[src/rtl/wbuf_pkg.sv]
package wbuf_pkg;
  localparam int unsigned ADDR_W_DEF = 32;
  localparam int unsigned DATA_W_DEF = 32;
  localparam int unsigned DEPTH_DEF  = 4;

  // number of bits to hold a value 0..n
  function automatic int unsigned occ_bits(input int unsigned n);
    return (n < 2) ? 1 : $clog2(n + 1);
  endfunction
endpackage

[src/rtl/wbuf_ptrs.sv]
module wbuf_ptrs #(
  parameter int unsigned DEPTH = 4,
  parameter int unsigned PW    = 2,
  parameter int unsigned CW    = 3
) (
  input  logic          clk,
  input  logic          rst,
  input  logic          push,
  input  logic          pop,
  output logic [PW-1:0] wr_idx,
  output logic [PW-1:0] rd_idx,
  output logic          full,
  output logic          empty
);
  localparam logic [CW-1:0] FULL_CNT = CW'(DEPTH);
  localparam logic [PW-1:0] LAST_IDX = PW'(DEPTH - 1);
  localparam bit            POW2     = (DEPTH & (DEPTH - 1)) == 0;

  logic [CW-1:0] occ;
  logic [PW-1:0] wr_nxt, rd_nxt;

  generate
    if (POW2) begin : g_wrap_nat
      assign wr_nxt = wr_idx + 1'b1;
      assign rd_nxt = rd_idx + 1'b1;
    end else begin : g_wrap_cmp
      assign wr_nxt = (wr_idx == LAST_IDX) ? '0 : wr_idx + 1'b1;
      assign rd_nxt = (rd_idx == LAST_IDX) ? '0 : rd_idx + 1'b1;
    end
  endgenerate

  always_ff @(posedge clk) begin
    if (rst) begin
      wr_idx <= '0;
      rd_idx <= '0;
      occ    <= '0;
      full   <= 1'b0;
      empty  <= 1'b1;
    end else begin
      if (push) wr_idx <= wr_nxt;
      if (pop)  rd_idx <= rd_nxt;
      if (push && !pop) begin
        occ   <= occ + 1'b1;
        full  <= (occ + 1'b1) == FULL_CNT;
        empty <= 1'b0;
      end else if (pop && !push) begin
        occ   <= occ - 1'b1;
        full  <= 1'b0;
        empty <= occ == CW'(1);
      end
    end
  end


  full_hold_chk: assert property (@(posedge clk) disable iff (rst)
    (occ == FULL_CNT && !pop) |=> (occ == FULL_CNT));


  occ_same_chk: assert property (@(posedge clk) disable iff (rst)
    (push && pop) |=> $stable(occ));


  drain_empty_chk: assert property (@(posedge clk) disable iff (rst)
    (occ == CW'(1) && pop && !push) |=> empty);


  no_overflow_chk: assert property (@(posedge clk) disable iff (rst)
    !(push && !pop && occ == FULL_CNT));
endmodule

[src/rtl/wbuf_store.sv]
module wbuf_store #(
  parameter int unsigned DEPTH = 4,
  parameter int unsigned PW    = 2,
  parameter int unsigned EW    = 68
) (
  input  logic          clk,
  input  logic          we,
  input  logic [PW-1:0] wr_idx,
  input  logic [EW-1:0] wr_ent,
  input  logic [PW-1:0] rd_idx,
  output logic [EW-1:0] rd_ent
);
  logic [EW-1:0] mem [DEPTH];

  always_ff @(posedge clk) begin
    if (we) mem[wr_idx] <= wr_ent;
  end

  assign rd_ent = mem[rd_idx];
endmodule

[src/rtl/wbuf_cache_port.sv]
module wbuf_cache_port #(
  parameter int unsigned AW = 32,
  parameter int unsigned DW = 32,
  parameter int unsigned BW = 4
) (
  input  logic          clk,
  input  logic          rst,
  input  logic          acc,
  input  logic          hit,
  input  logic [AW-1:0] addr,
  input  logic [DW-1:0] data,
  input  logic [BW-1:0] be,
  output logic          upd,
  output logic [AW-1:0] upd_addr,
  output logic [DW-1:0] upd_data,
  output logic [BW-1:0] upd_be
);
  always_ff @(posedge clk) begin
    if (rst) begin
      upd      <= 1'b0;
      upd_addr <= '0;
      upd_data <= '0;
      upd_be   <= '0;
    end else begin
      upd <= acc && hit;
      if (acc) begin
        upd_addr <= addr;
        upd_data <= data;
        upd_be   <= be;
      end
    end
  end


  hit_update_chk: assert property (@(posedge clk) disable iff (rst)
    (acc && hit) |=> (upd && upd_addr == $past(addr) && upd_data == $past(data)
                      && upd_be == $past(be)));


  miss_noalloc_chk: assert property (@(posedge clk) disable iff (rst)
    (acc && !hit) |=> !upd);
endmodule

[src/rtl/wbuf_top.sv]
module wbuf_top
  import wbuf_pkg::*;
#(
  parameter int unsigned AW    = ADDR_W_DEF,
  parameter int unsigned DW    = DATA_W_DEF,
  parameter int unsigned DEPTH = DEPTH_DEF
) (
  input  logic            clk,
  input  logic            rst,
  input  logic            st_valid,
  output logic            st_ready,
  input  logic [AW-1:0]   st_addr,
  input  logic [DW-1:0]   st_data,
  input  logic [DW/8-1:0] st_be,
  input  logic            st_hit,
  output logic            cache_upd,
  output logic [AW-1:0]   cache_addr,
  output logic [DW-1:0]   cache_data,
  output logic [DW/8-1:0] cache_be,
  output logic            mem_req,
  output logic [AW-1:0]   mem_addr,
  output logic [DW-1:0]   mem_data,
  output logic [DW/8-1:0] mem_be,
  input  logic            mem_ack,
  output logic            buf_empty
);
  localparam int unsigned BW = DW / 8;
  localparam int unsigned PW = (DEPTH < 2) ? 1 : $clog2(DEPTH);
  localparam int unsigned CW = occ_bits(DEPTH);
  localparam int unsigned EW = AW + DW + BW;

  logic          full, empty, push, pop;
  logic [PW-1:0] wr_idx, rd_idx;
  logic [EW-1:0] head;

  assign st_ready  = !full;
  assign push      = st_valid && !full;
  assign mem_req   = !empty;
  assign pop       = !empty && mem_ack;
  assign buf_empty = empty;
  assign {mem_be, mem_data, mem_addr} = head;

  wbuf_ptrs #(.DEPTH(DEPTH), .PW(PW), .CW(CW)) u_ptrs (
    .clk(clk), .rst(rst), .push(push), .pop(pop),
    .wr_idx(wr_idx), .rd_idx(rd_idx), .full(full), .empty(empty)
  );

  wbuf_store #(.DEPTH(DEPTH), .PW(PW), .EW(EW)) u_store (
    .clk(clk), .we(push), .wr_idx(wr_idx), .wr_ent({st_be, st_data, st_addr}),
    .rd_idx(rd_idx), .rd_ent(head)
  );

  wbuf_cache_port #(.AW(AW), .DW(DW), .BW(BW)) u_cport (
    .clk(clk), .rst(rst), .acc(push), .hit(st_hit),
    .addr(st_addr), .data(st_data), .be(st_be),
    .upd(cache_upd), .upd_addr(cache_addr), .upd_data(cache_data), .upd_be(cache_be)
  );


  head_stable_chk: assert property (@(posedge clk) disable iff (rst)
    (mem_req && !mem_ack) |=> (mem_req && $stable(mem_addr) && $stable(mem_data)
                               && $stable(mem_be)));


  ready_back_chk: assert property (@(posedge clk) disable iff (rst)
    (!st_ready && mem_req && mem_ack) |=> st_ready);
endmodule

[config.mk]
export PLATFORM = sky130hd
export DESIGN_NAME = wbuf_top
export DESIGN_NICKNAME = d
export VERILOG_FILES = /design/src/rtl/wbuf_pkg.sv /design/src/rtl/wbuf_ptrs.sv /design/src/rtl/wbuf_store.sv /design/src/rtl/wbuf_cache_port.sv /design/src/rtl/wbuf_top.sv
export SDC_FILE = /design/constraint.sdc
export NUM_CORES = 1
export LEC_CHECK = 0
export BUFFER_PORTS_ARGS = -buffer_cell sky130_fd_sc_hd__buf_2
export CELL_PAD_IN_SITES_DETAIL_PLACEMENT = 1
export CELL_PAD_IN_SITES_GLOBAL_PLACEMENT = 1
export CORE_ASPECT_RATIO = 0.9
export CORE_MARGIN = 1.5
export CORE_UTILIZATION = 51
export CTS_CLUSTER_DIAMETER = 100
export DETAILED_ROUTE_END_ITERATION = 16
export GPL_ROUTABILITY_DRIVEN = 1
export GPL_TIMING_DRIVEN = 0
export PLACE_DENSITY_LB_ADDON = 0.1
export SETUP_SLACK_MARGIN = 0.1
export SLEW_MARGIN = 10
export SYNTH_ARGS = -nofsm -noshare
export SYNTH_HDL_FRONTEND = slang
export SYNTH_SLANG_ARGS = --single-unit
[constraint.sdc]
create_clock -name clk -period 8.01 [get_ports clk]
set_input_delay 1.602 -clock clk [delete_from_list [all_inputs] [get_ports clk]]
set_output_delay 1.602 -clock clk [all_outputs]
set_load 0.02 [all_outputs]
==> flow_metrics.py <==
metrics = {
    "placement": {
        "gp_congestion": 0.7900,
        "dp_slack_ps": 4165,
        "portBuffers": 211,
        "placedCellCount": 1276,
        "dp.final_hpwl_um": 19830,
    },
    "clock_network": {
        "clkSlewWorstSetupHoldPaths_ps": 60,
        "cts_sinks": 352,
        "cts_resized": 0,
        "numCtsBuffers": 36,
        "cts_tree": "built",
        "clockRootBuffer": "clkbuf_16",
        "htree_levels": 2,
        "cts_setup_buffers": 0,
        "clock_path_buffers": 3,
        "clock_latency_ps": 510,
        "postCtsHoldBufs": 0,
    },
    "global_route": {
        "overflow": 0,
        "grt_max_degree": 36,
        "gr-usage-all-layers": 0.2470,
        "grt_pass1_vias": 8172,
        "grt_pass1_wl_um": 47910,
        "antenna_found_initial": 1,
    },
    "layout": {
        "nFillCells": 2278,
        "nNetsFinal": 1060,
        "fin_cells": 1341,
        "fin_util": 0.6334,
        "synthToLayoutAreaGrowth_pct": 21.19,
        "final_layout_size_suffix_gt1_frac": 0.3625,
    },
    "floorplanning": {
        "fp.dieArea_sq_mm": 0.02602,
        "rows": 54,
        "pin_count": 213,
        "fp.dieH_um": 153.2,
        "die_w_um": 169.9,
        "start_util": 0.5226,
        "coreArea_sq_mm": 0.02446,
    },
    "drt": {
        "drtIter0Drc": 541,
        "wl_per_cell_um": 23.22,
        "antenna_left": 0,
        "drt-total-wl_um": 31140,
        "vias": 7371,
        "drtPass1Iterations": 4,
        "viasPerCell": 5.497,
        "drc": 0,
    },
    "synth": {
        "yosysWarningCount": 0,
        "ys_ff_latch": 352,
        "synth_area_sq_mm": 0.01278,
        "synth.distinct_cells": 29,
        "synthArstFlopShare": 0,
        "synthSimpleGateAreaFrac": 0.05139,
        "synth_top_area_frac": 0.6390,
        "synth_top_family_by_area": "multiplexers",
        "synthCells": 725,
        "synthTopCellsByArea": "edfxtp_1 (64%), dfxtp_1 (13%), mux4_2 (12%)",
        "yosysSeqAreaShare": 0.7643,
        "avgSynthCellArea_sq_um": 17.63,
        "synth_ff_type": "edfxtp_1",
        "yosys.area.top_type": "edfxtp_1",
        "synthAdderAreaFrac": 0.008810,
        "muxShareOfSynthArea": 0.1198,
        "syn-num-nets": 807,
        "synth_edf_count": 272,
        "synth_compound_area_frac": 0.03152,
        "synth-xor-area-share": 0.002056,
    },
    "sta": {
        "period_needed_ps": 3799,
        "rsz0062_at_grt": "no",
        "drv_slew": 0,
        "tns_ps": 0,
        "finalSetupViolCount": 0,
        "tightest_slew_ps": 880.0,
        "final_hold_viol_count": 0,
        "fin_worst_skew_ps": 17.25,
        "fin_ws_ps": 4211,
        "final.period_utilization": 0.4742,
        "max_freq_mhz": 263.3,
        "slew_headroom": 0.4133,
    },
    "hold_path": {
        "min-delay-path-class": "reg -> reg",
        "hold-path-endpoint": "u_cport.upd_addr[15]",
        "min_from": "u_cport.upd_addr[15]",
        "holdPathStages": 2,
    },
    "setup_path": {
        "worst-r2r-setup-slack_ps": 5370,
        "path_class": "reg -> out",
        "end_kind": "primary output",
        "crit-reg2reg-launch": "u_ptrs.full",
        "critPathMaxFanout": 10,
        "critPathLaunchType": "flop",
        "rr_endpoint": "u_ptrs.occ[2]",
        "crit_arrival_ps": 2200,
        "ff2ff_path_depth": 9,
        "cp_data_required_time_ps": 6410,
    },
    "power": {
        "cell_internal_pwr_w": 0.003185,
        "switching_share": 0.2357,
        "cellPowerDensity_mw_per_mm2": 269.0,
        "pwr-share-clk": 0.389,
        "comb_power_share": 0.109,
        "power_leakage_nw": 5.629,
        "peakVddDrop_uv": 182.0,
        "seq_power_share": 0.502,
        "power.switching_w": 0.0009822,
    },
    "flow_run": {
        "cap_violations": 0,
    },
    "run_status": {
        "status": "complete, no violations",
    },
}
## power groups by stage
stage	combinational [W]	clock [W]	sequential (W)
floorplan	0.000253	0	0.00215
global placement	0.000430	0	0.00213
detailed placement	0.000454	0	0.00213
CTS	0.000460	0.00165	0.00209
global route	0.000485	0.00171	0.00210
finish	0.000453	0.00162	0.00209
## per-layer routing
metal | wire, um | global-route usage | share of wire
met3 | 1732 | 0.04039 | 0.056
met1 | 12410 | 0.3158 | 0.40
met5 | 0 | 0 | 0
met4 | 769 | 0.07417 | 0.025
met2 | 16220 | 0.4348 | 0.52
## per-stage QoR
| step | cell area, sq um | hold WS [ps] | power (W) |
|---|---|---|---|
| finish | 15490 | 455.6 | 0.004167 |
| global route | 15490 | 470.6 | 0.004292 |
| CTS | 15490 | 455.4 | 0.004198 |
| detailed placement | 14350 | 450.2 | 0.002584 |
| global placement | 14260 | 437.9 | 0.002558 |
| floorplan | 12780 | 439.8 | 0.002401 |
## synthesized netlist by cell type (2+ instances only)
cell and instances:
edfxtp_1 272, mux4_2 68, buf_4 4, and2_1 4, nor2_1 7, dfxtp_1 80
inv_1 8, nor3b_1 3, nand3b_1 2, buf_2 16, a21oi_1 72, buf_12 3
xnor2_1 2, ha_1 9, clkbuf_1 18, nand2_1 142, nor2b_1 2, o21ai_0 2
## cell usage in the layout (no fill, tap or decap), drive strengths merged, types with 2 or more instances in the layout
cell type	netlist	final
a21oi	72	72
and2	4	4
buf	24	239
bufinv	0	2
clkbuf	18	68
clkinv	0	12
dfxtp	80	80
edfxtp	272	272
ha	9	9
inv	9	9
mux4	68	68
nand2	142	142
nand3b	2	2
nor2	7	7
nor2b	2	2
nor3b	3	3
o21ai	2	2
xnor2	2	2
## state kept, by name, summed over array words and instances, names as in the netlist, named ones only
name and flops:
u_cport.upd 1, u_cport.upd_addr 32, u_cport.upd_be 4, u_cport.upd_data 32
u_ptrs.empty 1, u_ptrs.full 1, u_ptrs.occ 3, u_ptrs.rd_idx 2
u_ptrs.wr_idx 2, u_store.mem 272
## worst max path at each step
| stage | cells after the start | to | slack (ps) | startpoint |
|---|---|---|---|---|
| 4_1_cts | 4 | mem_data[13] | 4160 | flop |
| 2_1_floorplan | 5 | u_store.mem[0][0] | 3850 | st_valid |
| 6_report | 4 | mem_data[5] | 4210 | flop |
| 3_3_place_gp | 6 | u_store.mem[0][12] | 2070 | st_valid |
| 3_5_place_dp | 7 | u_store.mem[3][12] | 4170 | st_valid |
| 5_1_grt | 5 | mem_data[15] | 4110 | flop |
## cell type report
class	count	area, sq um	share of cell area
clock inverters	14	115.1	0.007431
multi-input cells	322	2740	0.1769
clock buffers	50	1025	0.06615
well taps	336	420.4	0.02714
inverters	9	33.78	0.002181
diodes	1	2.502	0.0001615
flip-flops and latches	352	9769	0.6306
plain buffers	42	249.0	0.01607
repair buffers	215	1136	0.07334
## logic make-up (layout without fill, tap and decap cells)
kind of cell,count (synthesis),in the layout
flip-flops,352,352
AND/OR/NAND/NOR,164,164
AO/OA/AOI/OAI,78,78
multiplexers,68,68
buffers and inverters,51,330
adder cells (fa/ha/maj),9,9
XOR/XNOR,3,3
other,0,1
## critical path: stages, from the launching register on
cell      delay (ps)
dfxtp_1          310
buf_2            170
clkbuf_1         600
mux4_2           430
buf_2            180
Note: power is estimated with default switching activity, not from simulation.
